--- src/rtl/mbm_pkg.sv ---
package mbm_pkg;

    localparam int DIR_AW = 6;
    localparam int DATA_W = 8;

    localparam logic [DIR_AW-1:0] LOC_PSEL = 6'h10;
    localparam logic [DIR_AW-1:0] LOC_BSEL = 6'h11;
    localparam logic [DIR_AW-1:0] LOC_IPTR = 6'h12;
    localparam logic [DIR_AW-1:0] LOC_IDAT = 6'h13;
    localparam logic [DIR_AW-1:0] LOC_DPL  = 6'h14;
    localparam logic [DIR_AW-1:0] LOC_DPH  = 6'h15;
    localparam logic [DIR_AW-1:0] LOC_DDAT = 6'h16;
    localparam logic [DIR_AW-1:0] GPR_BASE = 6'h20;

    typedef enum logic [2:0] {
        TGT_NONE  = 3'd0,
        TGT_SFR   = 3'd1,
        TGT_GPR   = 3'd2,
        TGT_DRAM  = 3'd3,
        TGT_LOCAL = 3'd4,
        TGT_RSVD  = 3'd5
    } tgt_e;

    typedef enum logic {
        ST_IDLE = 1'b0,
        ST_RESP = 1'b1
    } rsp_state_e;

    function automatic int imax(input int a, input int b);
        return (a > b) ? a : b;
    endfunction

endpackage

--- src/rtl/sfr_page_decode.sv ---
module sfr_page_decode #(
    parameter int N_PAGES    = 6,
    parameter int PAGE_BYTES = 16,
    parameter logic [N_PAGES*8-1:0] PAGE_FILL = {8'd6, 8'd4, 8'd10, 8'd8, 8'd12, 8'd16},
    parameter int PHYS_W     = 12,
    localparam int OFF_W     = $clog2(PAGE_BYTES),
    localparam int PG_W      = $clog2(N_PAGES)
) (
    input  logic [7:0]        psel,
    input  logic [OFF_W-1:0]  off,
    output logic              hit,
    output logic [PHYS_W-1:0] phys
);

    logic [N_PAGES-1:0] page_ok;

    for (genvar p = 0; p < N_PAGES; p++) begin : g_page
        assign page_ok[p] = (psel == 8'(p)) &&
                            ({{(8-OFF_W){1'b0}}, off} < PAGE_FILL[p*8 +: 8]);
    end

    assign hit  = |page_ok;
    assign phys = PHYS_W'({psel[PG_W-1:0], off});

endmodule

--- src/rtl/gpr_bank_map.sv ---
module gpr_bank_map #(
    parameter int BLOCKS      = 4,
    parameter int BLOCK_BYTES = 32,
    parameter int PHYS_W      = 12,
    localparam int BS_W       = $clog2(BLOCKS),
    localparam int BO_W       = $clog2(BLOCK_BYTES)
) (
    input  logic                 indirect,
    input  logic [BS_W-1:0]      bsel,
    input  logic [BO_W-1:0]      dir_off,
    input  logic [BS_W+BO_W-1:0] iptr,
    output logic [PHYS_W-1:0]    phys
);

    logic [BS_W+BO_W-1:0] flat;

    always_comb begin
        if (indirect) begin
            flat = iptr;
        end else begin
            flat = {bsel, dir_off};
        end
    end

    assign phys = PHYS_W'(flat);

endmodule

--- src/rtl/dram_window.sv ---
module dram_window #(
    parameter int DRAM_BYTES = 4096,
    parameter int DATA_W     = 8,
    parameter int PHYS_W     = 12,
    localparam int DPTR_W    = 2 * DATA_W,
    localparam int DRAM_AW   = $clog2(DRAM_BYTES)
) (
    input  logic              clk,
    input  logic              rst_n,
    input  logic              wr_lo,
    input  logic              wr_hi,
    input  logic              step,
    input  logic [DATA_W-1:0] wdata,
    output logic [DPTR_W-1:0] ptr,
    output logic              in_range,
    output logic [PHYS_W-1:0] phys
);

    always_ff @(posedge clk) begin
        if (!rst_n) begin
            ptr <= '0;
        end else if (wr_lo) begin
            ptr[DATA_W-1:0] <= wdata;
        end else if (wr_hi) begin
            ptr[DPTR_W-1:DATA_W] <= wdata;
        end else if (step) begin
            ptr <= ptr + 1'b1;
        end
    end

    assign in_range = (ptr < DPTR_W'(DRAM_BYTES));
    assign phys     = PHYS_W'(ptr[DRAM_AW-1:0]);

endmodule

--- src/rtl/mem_bank_mapper.sv ---
module mem_bank_mapper
    import mbm_pkg::*;
#(
    parameter int N_PAGES     = 6,
    parameter int PAGE_BYTES  = 16,
    parameter logic [N_PAGES*8-1:0] PAGE_FILL = {8'd6, 8'd4, 8'd10, 8'd8, 8'd12, 8'd16},
    parameter int GPR_BLOCKS  = 4,
    parameter int BLOCK_BYTES = 32,
    parameter int DRAM_BYTES  = 4096,
    localparam int PHYS_W     = imax($clog2(DRAM_BYTES),
                                     imax($clog2(N_PAGES) + $clog2(PAGE_BYTES),
                                          $clog2(GPR_BLOCKS) + $clog2(BLOCK_BYTES))),
    localparam int OFF_W      = $clog2(PAGE_BYTES),
    localparam int BS_W       = $clog2(GPR_BLOCKS),
    localparam int BO_W       = $clog2(BLOCK_BYTES),
    localparam int DPTR_W     = 2 * DATA_W
) (
    input  logic              clk,
    input  logic              rst_n,
    input  logic              req_valid,
    input  logic              req_write,
    input  logic [DIR_AW-1:0] req_addr,
    input  logic [DATA_W-1:0] req_wdata,
    output logic              out_valid,
    output logic [2:0]        out_target,
    output logic [PHYS_W-1:0] out_addr,
    output logic              out_write,
    output logic [DATA_W-1:0] out_wdata,
    output logic [DATA_W-1:0] out_rdata,
    output logic              out_reserved,
    output logic              out_oor
);

    rsp_state_e state, state_nx;

    logic [7:0]        psel;
    logic [BS_W-1:0]   bsel;
    logic [7:0]        iptr;
    logic [DPTR_W-1:0] dptr;

    logic              sfr_hit;
    logic [PHYS_W-1:0] sfr_phys;
    logic [PHYS_W-1:0] gpr_phys;
    logic [PHYS_W-1:0] dram_phys;
    logic              dram_ok;
    logic              gpr_ind;

    logic              wr_any;
    logic              wr_psel, wr_bsel, wr_iptr, wr_dpl, wr_dph;
    logic              port_step;

    tgt_e              nx_tgt;
    logic [PHYS_W-1:0] nx_addr;
    logic [DATA_W-1:0] nx_rdata;
    logic              nx_wr;
    logic              nx_oor;

    // ---------------------------------------------------------------
    // Sub-decoders
    // ---------------------------------------------------------------
    sfr_page_decode #(
        .N_PAGES    (N_PAGES),
        .PAGE_BYTES (PAGE_BYTES),
        .PAGE_FILL  (PAGE_FILL),
        .PHYS_W     (PHYS_W)
    ) u_sfr (
        .psel (psel),
        .off  (req_addr[OFF_W-1:0]),
        .hit  (sfr_hit),
        .phys (sfr_phys)
    );

    assign gpr_ind = (req_addr == LOC_IDAT);

    gpr_bank_map #(
        .BLOCKS      (GPR_BLOCKS),
        .BLOCK_BYTES (BLOCK_BYTES),
        .PHYS_W      (PHYS_W)
    ) u_gpr (
        .indirect (gpr_ind),
        .bsel     (bsel),
        .dir_off  (req_addr[BO_W-1:0]),
        .iptr     (iptr[BS_W+BO_W-1:0]),
        .phys     (gpr_phys)
    );

    assign wr_any    = req_valid && req_write;
    assign wr_psel   = wr_any && (req_addr == LOC_PSEL);
    assign wr_bsel   = wr_any && (req_addr == LOC_BSEL);
    assign wr_iptr   = wr_any && (req_addr == LOC_IPTR);
    assign wr_dpl    = wr_any && (req_addr == LOC_DPL);
    assign wr_dph    = wr_any && (req_addr == LOC_DPH);
    assign port_step = req_valid && (req_addr == LOC_DDAT);

    dram_window #(
        .DRAM_BYTES (DRAM_BYTES),
        .DATA_W     (DATA_W),
        .PHYS_W     (PHYS_W)
    ) u_dwin (
        .clk      (clk),
        .rst_n    (rst_n),
        .wr_lo    (wr_dpl),
        .wr_hi    (wr_dph),
        .step     (port_step),
        .wdata    (req_wdata),
        .ptr      (dptr),
        .in_range (dram_ok),
        .phys     (dram_phys)
    );

    // ---------------------------------------------------------------
    // Select registers
    // ---------------------------------------------------------------
    always_ff @(posedge clk) begin
        if (!rst_n) begin
            psel <= '0;
            bsel <= '0;
            iptr <= '0;
        end else begin
            if (wr_psel) psel <= req_wdata;
            if (wr_bsel) bsel <= req_wdata[BS_W-1:0];
            if (wr_iptr) iptr <= req_wdata;
        end
    end

    // ---------------------------------------------------------------
    // Address decode
    // ---------------------------------------------------------------
    always_comb begin
        nx_tgt   = TGT_NONE;
        nx_addr  = '0;
        nx_rdata = '0;
        nx_wr    = 1'b0;
        nx_oor   = 1'b0;
        if (req_addr < DIR_AW'(PAGE_BYTES)) begin
            if (sfr_hit) begin
                nx_tgt  = TGT_SFR;
                nx_addr = sfr_phys;
                nx_wr   = req_write;
            end else begin
                nx_tgt  = TGT_RSVD;
            end
        end else if (req_addr >= GPR_BASE) begin
            nx_tgt  = TGT_GPR;
            nx_addr = gpr_phys;
            nx_wr   = req_write;
        end else begin
            unique case (req_addr)
                LOC_PSEL: begin
                    nx_tgt   = TGT_LOCAL;
                    nx_addr  = PHYS_W'(req_addr);
                    nx_rdata = req_write ? '0 : psel;
                end
                LOC_BSEL: begin
                    nx_tgt   = TGT_LOCAL;
                    nx_addr  = PHYS_W'(req_addr);
                    nx_rdata = req_write ? '0 : DATA_W'(bsel);
                end
                LOC_IPTR: begin
                    nx_tgt   = TGT_LOCAL;
                    nx_addr  = PHYS_W'(req_addr);
                    nx_rdata = req_write ? '0 : iptr;
                end
                LOC_IDAT: begin
                    nx_tgt  = TGT_GPR;
                    nx_addr = gpr_phys;
                    nx_wr   = req_write;
                end
                LOC_DPL: begin
                    nx_tgt   = TGT_LOCAL;
                    nx_addr  = PHYS_W'(req_addr);
                    nx_rdata = req_write ? '0 : dptr[DATA_W-1:0];
                end
                LOC_DPH: begin
                    nx_tgt   = TGT_LOCAL;
                    nx_addr  = PHYS_W'(req_addr);
                    nx_rdata = req_write ? '0 : dptr[DPTR_W-1:DATA_W];
                end
                LOC_DDAT: begin
                    if (dram_ok) begin
                        nx_tgt  = TGT_DRAM;
                        nx_addr = dram_phys;
                        nx_wr   = req_write;
                    end else begin
                        nx_tgt  = TGT_RSVD;
                        nx_oor  = 1'b1;
                    end
                end
                default: begin
                    nx_tgt = TGT_RSVD;
                end
            endcase
        end
    end

    // ---------------------------------------------------------------
    // Response state machine
    // ---------------------------------------------------------------
    always_comb begin
        unique case (state)
            ST_IDLE: state_nx = req_valid ? ST_RESP : ST_IDLE;
            ST_RESP: state_nx = req_valid ? ST_RESP : ST_IDLE;
            default: state_nx = ST_IDLE;
        endcase
    end

    always_ff @(posedge clk) begin
        if (!rst_n) begin
            state <= ST_IDLE;
        end else begin
            state <= state_nx;
        end
    end

    always_ff @(posedge clk) begin
        if (!rst_n) begin
            out_target   <= TGT_NONE;
            out_addr     <= '0;
            out_write    <= 1'b0;
            out_wdata    <= '0;
            out_rdata    <= '0;
            out_reserved <= 1'b0;
            out_oor      <= 1'b0;
        end else if (req_valid) begin
            out_target   <= nx_tgt;
            out_addr     <= nx_addr;
            out_write    <= nx_wr;
            out_wdata    <= req_wdata;
            out_rdata    <= nx_rdata;
            out_reserved <= (nx_tgt == TGT_RSVD);
            out_oor      <= nx_oor;
        end else begin
            out_target   <= TGT_NONE;
            out_addr     <= '0;
            out_write    <= 1'b0;
            out_wdata    <= '0;
            out_rdata    <= '0;
            out_reserved <= 1'b0;
            out_oor      <= 1'b0;
        end
    end

    assign out_valid = (state == ST_RESP);

endmodule

--- config.mk ---
export PLATFORM = sky130hd
export DESIGN_NAME = mem_bank_mapper
export DESIGN_NICKNAME = d
export VERILOG_FILES = /design/src/rtl/mbm_pkg.sv /design/src/rtl/sfr_page_decode.sv /design/src/rtl/gpr_bank_map.sv /design/src/rtl/dram_window.sv /design/src/rtl/mem_bank_mapper.sv
export SDC_FILE = /design/constraint.sdc
export NUM_CORES = 1
export LEC_CHECK = 0
export BUFFER_PORTS_ARGS = -buffer_cell sky130_fd_sc_hd__buf_4
export CAP_MARGIN = 25
export CORE_MARGIN = 2
export CORE_UTILIZATION = 45
export DETAILED_ROUTE_END_ITERATION = 6
export GPL_ROUTABILITY_DRIVEN = 0
export PLACE_DENSITY = 0.66
export SYNTH_ARGS = -nofsm -noshare
export SYNTH_HDL_FRONTEND = slang
export SYNTH_SLANG_ARGS = --single-unit
--- constraint.sdc ---
create_clock -name clk -period 2.55 [get_ports clk]
set_input_delay 0.1275 -clock clk [delete_from_list [all_inputs] [get_ports clk]]
set_output_delay 0.1275 -clock clk [all_outputs]
set_load 0.02 [all_outputs]
[After elaboration in Yosys (flattened, before gate mapping)]
Index checks and enable logic that the tools add are counted.
Cells by class
  add/sub/neg operators: 1
  order comparisons: 8
  eq/ne operators: 14
  multiplexer cells: 28
  bitwise logic cells: 4
  reductions and logical operators: 22
Operators by type and width (count)
  8-bit two-way mux: 7
  6-bit by 5-bit equality test with 1-bit output, second input constant: 7
  8-bit one-hot mux with 5 select lines: 1
  12-bit two-way mux: 3
  12-bit one-hot mux with 3 select lines: 1
  16-bit by 1-bit adder with 16-bit output, second input constant: 1
  8-bit by 2-bit equality test with 1-bit output, second input constant: 2
  8-bit by 3-bit equality test with 1-bit output, second input constant: 2
  16-bit by 13-bit less-than comparator with 1-bit output, second input constant: 1
  16-bit two-way mux: 1
  7-bit two-way mux: 2
  1-bit logical AND: 12
  4-bit less-than comparator, second input constant: 3
  3-bit two-way mux: 4
  5-bit OR reduction: 2
  3-bit one-hot mux with 3 select lines: 1
  8-bit by 1-bit equality test with 1-bit output, second input constant: 1
  8-bit logical NOT: 1
  4-bit by 3-bit less-than comparator with 1-bit output, second input constant: 2
  6-bit greater-or-equal comparator, second input constant: 1
  6-bit by 5-bit less-than comparator with 1-bit output, second input constant: 1
  1-bit two-way mux: 6
  2-bit AND reduction: 3
  6-bit OR reduction: 1
  7 further kinds: 11
Storage, ports and cells
  bits in registers: 69
  input port bits: 18
  output and inout port bits: 35
  logic and storage cells: 90

[Logic depth before layout (Yosys ltp)]
Gate-level depths: netlist (run 1).
  depth after elaboration: 6
  depth in mapped cells: 6
  mapped depth without buffers: 5

[Hierarchy]
From an unflattened synthesis (run 1), not the netlist that was laid out.
Unflattened totals
  cell total of the unflattened synthesis: 399
  area, all modules: 3663.5 µm²
By module, submodules not included
  mem_bank_mapper: times used 1, cells each 226, area an instance 2235.9 µm², seq. area each 1061.0 µm²
  dram_window: times used 1, cells each 139, area an instance 1124.8 µm², seq. area each 320.3 µm²
  gpr_bank_map: times used 1, cells each 14, area an instance 157.7 µm², seq. area each 0.0 µm²
  sfr_page_decode: times used 1, cells each 20, area an instance 145.1 µm², seq. area each 0.0 µm²

[Worst setup path after synthesis (run 1)]
OpenSTA, ideal clock, no wires.
  path type: reg2reg
  from: register u_dwin.ptr[12]
  to: register out_addr[10]
  library setup time: 60 ps
  arrival time: 1743 ps
  required time: 2490 ps
  slack: 747 ps
  cell stages (with the launch flop): 5
  path buffers: 0
  clock period less this slack: 1803 ps
  cells stage by stage: dfxtp_1 or4_1 nor3_2 nor3b_1 and2_1
On the way
  longest elaborated chain between the ends: 5
Ends and longest elaborated chain
  start, declared: line dram_window.sv:14  | output logic [DPTR_W-1:0] ptr,
  start signal, assigned by index: line dram_window.sv:23  | ptr[DATA_W-1:0] <= wdata;
  start signal, assigned by index: line dram_window.sv:25  | ptr[DPTR_W-1:DATA_W] <= wdata;
  start signal, assigned: line dram_window.sv:27  | ptr <= ptr + 1'b1;
  16-bit by 13-bit less-than comparator with 1-bit output: line dram_window.sv:31  | assign in_range = (ptr < DPTR_W'(DRAM_BYTES));
  12-bit two-way mux: line mem_bank_mapper.sv:180  | if (dram_ok) begin
  12-bit one-hot mux with 3 select lines: line mem_bank_mapper.sv:148  | unique case (req_addr)
  12-bit two-way mux: line mem_bank_mapper.sv:143  | end else if (req_addr >= GPR_BASE) begin
  12-bit two-way mux: line mem_bank_mapper.sv:135  | if (req_addr < DIR_AW'(PAGE_BYTES)) begin
  end signal, assigned: line mem_bank_mapper.sv:226  | out_addr <= nx_addr;
  end, declared: line mem_bank_mapper.sv:26  | output logic [PHYS_W-1:0] out_addr,
No other way between the ends.
A chain may end at the register's enable or synchronous reset.

[Worst setup path in the final report (run 1)]
  from: register u_dwin.ptr[12]
  to: register out_addr[8]
The elaborated chain is that of the path after synthesis.

==> results of run 1 <==
[sequential cells by signal (all words and copies together), names as in the netlist]
name	flops
u_dwin.ptr	16
out_addr	12
iptr	8
out_rdata	8
out_wdata	8
psel	8
out_target	3
bsel	2
out_oor	1
out_reserved	1
out_valid	1
out_write	1
[cell usage in the layout, fill, tap and decap left out, types with 2 or more instances in the layout]
| master | n |
|---|---|
| nor3_2 | 2 |
| a22oi_1 | 18 |
| and2_1 | 6 |
| or3_1 | 8 |
| or4_1 | 2 |
| nor4b_1 | 3 |
| nor2_1 | 15 |
| a31oi_1 | 9 |
| a222oi_1 | 2 |
| mux2i_1 | 19 |
| nand2_1 | 19 |
| a21oi_1 | 19 |
| inv_1 | 5 |
| and3_1 | 13 |
| buf_4 | 56 |
| nand4b_1 | 2 |
| o22ai_1 | 6 |
| nand3_1 | 9 |
| nor3b_1 | 3 |
| and4_1 | 4 |
| nand2b_1 | 5 |
| a32oi_1 | 2 |
| nor2b_1 | 21 |
| o21ai_0 | 22 |
| dfxtp_1 | 69 |
| o21a_1 | 2 |
| nand4_1 | 5 |
| clkbuf_8 | 12 |
| clkbuf_1 | 2 |
| nor3_1 | 10 |
| a211oi_1 | 4 |
| xnor2_1 | 3 |
[Yosys cell counts, types with 4 or more instances]
master	count
o21ai_0	22
nor2_1	15
nor2b_1	21
or3_1	8
mux2i_1	19
a22oi_1	18
clkbuf_1	17
o22ai_1	6
nor3_1	10
dfxtp_1	69
and3_1	13
nand4_1	5
nand2_1	19
a31oi_1	9
nand2b_1	5
nand3_1	9
inv_1	5
a21oi_1	19
and4_1	4
and2_1	6
a211oi_1	4
[cells by family (layout without fill, tap and decap cells)]
group | Yosys count | count (layout) | share of synthesized area (%)
AO/OA/AOI/OAI | 90 | 90 | 18.36
buffers and inverters | 26 | 76 | 3.511
adder cells (fa/ha/maj) | 1 | 1 | 0.4035
flip-flops | 69 | 69 | 44.55
AND/OR/NAND/NOR | 136 | 136 | 26.19
XOR/XNOR | 3 | 3 | 0.8476
multiplexers | 19 | 19 | 6.134
[final cells by class]
type / count / share of cell area (%)
clock buffers: 14 / 4.656
clock inverters: 1 / 0.1350
repair buffers: 56 / 11.34
inverters: 5 / 0.5061
multi-input cells: 249 / 43.42
well taps: 80 / 2.699
flip-flops and latches: 69 / 37.25
[metal layers]
metal | global-route usage, % | wire (µm) | vias to the layer above
met5 | 0 | 0 | -
met4 | 12.22 | 238 | 0
met3 | 3.886 | 663 | 19
met2 | 32.96 | 3785 | 150
met1 | 32.82 | 3815 | 1301
li1 | - | - | 1370
[power by group through the flow]
stage / combinational (mW) / clock [mW] / sequential [mW]
floorplan: 0.0748 / 0 / 1.13
global placement: 0.156 / 0 / 1.12
detailed placement: 0.157 / 0 / 1.12
CTS: 0.157 / 0.825 / 1.10
global route: 0.171 / 0.871 / 1.10
finish: 0.158 / 0.823 / 1.10
[stage by stage]
step | utilization, % | hold slack (ns) | power [mW] | setup WS (ns)
final | 55.20 | 0.05373 | 2.078 | 0.5163
after global routing | 55.20 | 0.07154 | 2.139 | 0.4193
after floorplan | - | 0.2705 | 1.209 | 0.7470
after detailed placement | 52.55 | 0.4112 | 1.277 | 0.5307
after CTS | 55.20 | 0.05265 | 2.078 | 0.5109
after global placement | 52.55 | 0.4104 | 1.277 | 0.5848
[worst max path at each step]
| stage | start | end | slack, ns | depth (start not counted) |
|---|---|---|---|---|
| after floorplan | u_dwin.ptr[12]$_SDFFE_PN0P_ | out_addr[10]$_SDFF_PP0_ | 0.75 | 4 |
| after global placement | req_addr[5] | u_dwin.ptr[11]$_SDFFE_PN0P_ | 0.58 | 5 |
| after detailed placement | u_dwin.ptr[13]$_SDFFE_PN0P_ | out_addr[8]$_SDFF_PP0_ | 0.53 | 5 |
| after CTS | u_dwin.ptr[13]$_SDFFE_PN0P_ | out_addr[8]$_SDFF_PP0_ | 0.51 | 5 |
| after global routing | u_dwin.ptr[13]$_SDFFE_PN0P_ | out_addr[9]$_SDFF_PP0_ | 0.42 | 5 |
| final | u_dwin.ptr[12]$_SDFFE_PN0P_ | out_addr[8]$_SDFF_PP0_ | 0.52 | 5 |
==> run metrics, run 1 <==
FP Rows 30; Sequential Power Share 52.7%; achievable frequency 491.7 MHz; hpwl dp 5978 µm; Yosys top cell by area dfxtp_1; Mapped Cells 344; Iteration-0 DRC Markers 328; Fin. Hold Viols 0; H-tree depth 3; Remaining Overflow, GRT 0; Combinational Power Share 7.6%; Worst-Margin Slew 0.5894 ns; Lkg Pwr 1.401 nW; cell family with most CP delay simple AND/OR/NAND/NOR gates; WP buf/inv 1; status finished clean; Total Routing Usage GR 23.00%; Avg Cell Area, Syn 9.013 µm²; power per cell area 560.2 nW/µm²; clk buf depth 2; chip width 87.01 µm; synth-to-layout area growth 19.61%; CP startpoint kind flip-flop; Worst Skew 0.006624 ns; Req. time, crit path 2.84 ns; maximum VDD drop 0.0003166 V; first-pass GRT wire length 13210 µm; post-synth cell types 48; clock slew at reported path FFs 0.07 ns; layout cell share with drive strength beyond 1 18.78%; final setup violation count 0; crit share post-route 79.75%; Avg WL per Cell 17.94 µm; initial antenna violation count 0; routed vias/inst 5.992; total CTS buffers 9; Worst Hold Class primary input to flip-flop; filler instances 638; setup slack, reg-to-reg 0.52 ns; Clock Sink Count 69; Seq cells post-synth 69; Routed WL 8503 µm; Sw Ratio 24.11%; Mapped Area 3100 µm²; design area 3709 µm²; register area share after synthesis 44.55%; RSZ-0062 raised after global routing false; CP max stage cell or4_1; IO Pins 53; Die ar. 7570 µm²; Layout Cells excl Fill 474; internal power 1.577 mW; antenna cells 0; vias in the first global route 2500; crit path kind flip-flop to flip-flop; routed vias 2840; crit end category flip-flop; Final Critical Period 2.034 ns; max incr delay on CP 0.57 ns; first-pass detailed-route iteration total 5; IO buf count 52; Post-Place Cells 459; YS warnings 0; CTS tree done; Synth top area share 44.55%; Mapped Nets 363; Setup Fix Bufs, Post-CTS 0; DRC viols 0; clock network power share 39.6%; placed cell areas 3531 µm²; Worst-Skew Late Latency 0.35 ns; hold path depth 2; Final nets 409; Top FF cell, synth dfxtp_1; worst-path fanout max 10; min-delay src req_wdata[5]; final setup TNS 0 ns; worst r2r src u_dwin.ptr[12]$_SDFFE_PN0P_; Net Switching 0.5008 mW; crit-path cells or4_1 -> nor3_2 -> buf_4 -> nor3b_1 -> and2_1; Slew HR 60.60%; Critical R2R Capture out_addr[8]$_SDFF_PP0_; arrival time worst endpoint 2.32 ns; Synth async-reset ratio 0%; die height 87.01 µm; Hold EP out_wdata[5]$_SDFF_PN0_; Pins Over Slew Limit 0; # hold bufs at CTS 0; number of enable flip-flop cells after synthesis 0; area occupied by multi-input gates 1610 µm²; Core ar. 6719 µm²; largest net degree at the start of global routing 45; Post-CTS Resized 0; Reg2Reg Depth 5; ranking of synthesized cells by area dfxtp_1 (45%), mux2i_1 (6.1%), a22oi_1 (4.4%); Detail Route Antenna Nets 0; register area 1381 µm²; Max-Cap Viols 0; initial core utilization 46.15%; Root Buffer clkbuf_8
Note: power is estimated with default switching activity, not from simulation.
==> inputs of run 2 (changes only) <==
Settings changed: PLACE_DENSITY 0.66 to 0.69.
Clock period 2.55 ns to 1.7 ns, I/O delays scaled along.
==> run metrics, run 2 (synthesized netlist as in run 1, its figures left out) <==
Max-Cap Viols 0; largest net degree at the start of global routing 43; CTS tree done; die height 87.01 µm; min-delay src req_wdata[5]; Core ar. 6719 µm²; Remaining Overflow, GRT 0; register with the most flip-flops u_dwin.ptr; first-pass GRT wire length 14500 µm; first-pass detailed-route iteration total 5; vias in the first global route 2844; Lkg Pwr 1.638 nW; FP Rows 30; crit end category flip-flop; Worst Skew 0.009846 ns; Clock Sink Count 69; RSZ-0062 raised after global routing true; Global Route met2 Usage 39.00%; clock network power share 38.7%; Routed WL 9487 µm; total CTS buffers 9; max incr delay on CP 0.57 ns; Worst-Skew Late Latency 0.34 ns; Combinational Power Share 8.8%; Critical R2R Capture out_addr[0]$_SDFF_PN0_; Total Routing Usage GR 25.37%; Detail Route Antenna Nets 0; Final nets 452; antenna cells 0; # hold bufs at CTS 0; achievable frequency 596.5 MHz; GR Layer Usage met1 33.53%; CP max stage cell or4_4; chip width 87.01 µm; Worst-Margin Slew 0.5233 ns; Root Buffer clkbuf_8; most frequent cells in the layout buf_4 (95), dfxtp_1 (64), o21ai_0 (22); Slew HR 64.84%; IO buf count 52; Worst Hold Class primary input to flip-flop; clock slew at reported path FFs 0.08 ns; clk buf depth 2; DRC viols 0; hpwl dp 6865 µm; IO Pins 53; crit path from u_dwin.ptr[14]$_SDFFE_PN0P_; Pins Over Slew Limit 0; crit path kind flip-flop to flip-flop; setup slack, reg-to-reg 0.02 ns; crit share post-route 98.62%; Global Route met3 Usage 5.687%; status finished clean; Setup crit end out_addr[0]$_SDFF_PN0_; Fin. Hold Viols 0; Sw Ratio 24.94%; worst setup margin 0.02346 ns; WP buf/inv 1; largest registers u_dwin.ptr (16), out_addr (12); internal power 2.348 mW; Reg2Reg Depth 5; layout cell share with drive strength beyond 1 29.91%; grt peak-use layer met2; H-tree depth 3; routed vias/inst 5.971; routed vias 3093; synth-to-layout area growth 32.16%; final setup violation count 0; Util after Layout 60.99%; worst r2r src u_dwin.ptr[14]$_SDFFE_PN0P_; Iteration-0 DRC Markers 251; power per cell area 763.4 nW/µm²; arrival time worst endpoint 1.92 ns; initial antenna violation count 0; Setup Slack @ Placement -0.1941 ns; initial core utilization 46.15%; Largest register FFs 16; CP Depth 5; Net Switching 0.7802 mW; CP startpoint kind flip-flop; maximum VDD drop 0.0004050 V; Req. time, crit path 1.95 ns; cell family with most CP delay simple AND/OR/NAND/NOR gates; crit-path cells or4_4 -> nor3_4 -> buf_6 -> a21oi_2 -> a211oi_2; Final Critical Period 1.677 ns; commonest non-fill, non-tap cell in the layout buf_4; worst-path fanout max 5; Die ar. 7570 µm²; Avg WL per Cell 18.31 µm; Sequential Power Share 52.5%
[run 2: cell type report]
cell class,instances,area (µm²)
flip-flops and latches,69,1388
fillers,601,2621
clock inverters,4,22.52
repair buffers,99,760.7
multi-input cells,249,1653
inverters,5,18.77
clock buffers,12,155.1
well taps,80,100.1
[run 2: timing repair]
item / in CTS / in global routing
pin swaps: 2 / 5
setup endpoints to repair: 11 / 13
buffers inserted: 1 / 2
gates resized for setup: 6 / 8
gates cloned: 0 / 1
[run 2: through the flow]
step,power (mW),hold WS [ns],area [µm²],setup TNS [ns],instances
final,3.128,0.004505,4098,0,518
after global routing,3.230,0.01153,4098,-0.05207,518
after global placement,1.940,0.3661,3847,-0.1799,498
after detailed placement,1.943,0.3627,3847,-0.3579,498
after CTS,3.135,0.001509,4058,0,515
after floorplan,1.815,0.2280,3112,0,344
[run 2: power groups by stage]
stage / Sequential, mW / Combinational, mW / Clock (mW)
detailed placement: 1.68 / 0.264 / 0
floorplan: 1.70 / 0.114 / 0
global placement: 1.68 / 0.260 / 0
finish: 1.64 / 0.275 / 1.21
global route: 1.64 / 0.292 / 1.30
CTS: 1.64 / 0.267 / 1.23
[run 2: worst reg2reg max path: stages (launching register included)]
cell and delay (ns):
dfxtp_2 0.32, or4_4 0.57, nor3_4 0.21, buf_6 0.16
a21oi_2 0.06, a211oi_2 0.26
[run 2: layer usage]
metal / routed length [µm] / up-vias / share of wire (%)
met5: 0 / - / 0
met4: 243 / 0 / 2.6
met3: 833 / 22 / 8.8
met2: 4398 / 174 / 46
met1: 4012 / 1442 / 42
li1: - / 1455 / -
[run 2: worst min-delay path by stage]
stage                                      end  slack, ns  depth (start not counted)
detailed placement     out_wdata[5]$_SDFF_PN0_       0.36                          2
CTS                    out_wdata[5]$_SDFF_PN0_      0.002                          2
global route           out_wdata[5]$_SDFF_PN0_       0.01                          2
finish                 out_wdata[5]$_SDFF_PN0_      0.005                          2
global placement       out_wdata[5]$_SDFF_PN0_       0.37                          2
floorplan           u_dwin.ptr[1]$_SDFFE_PN0P_       0.23                          2
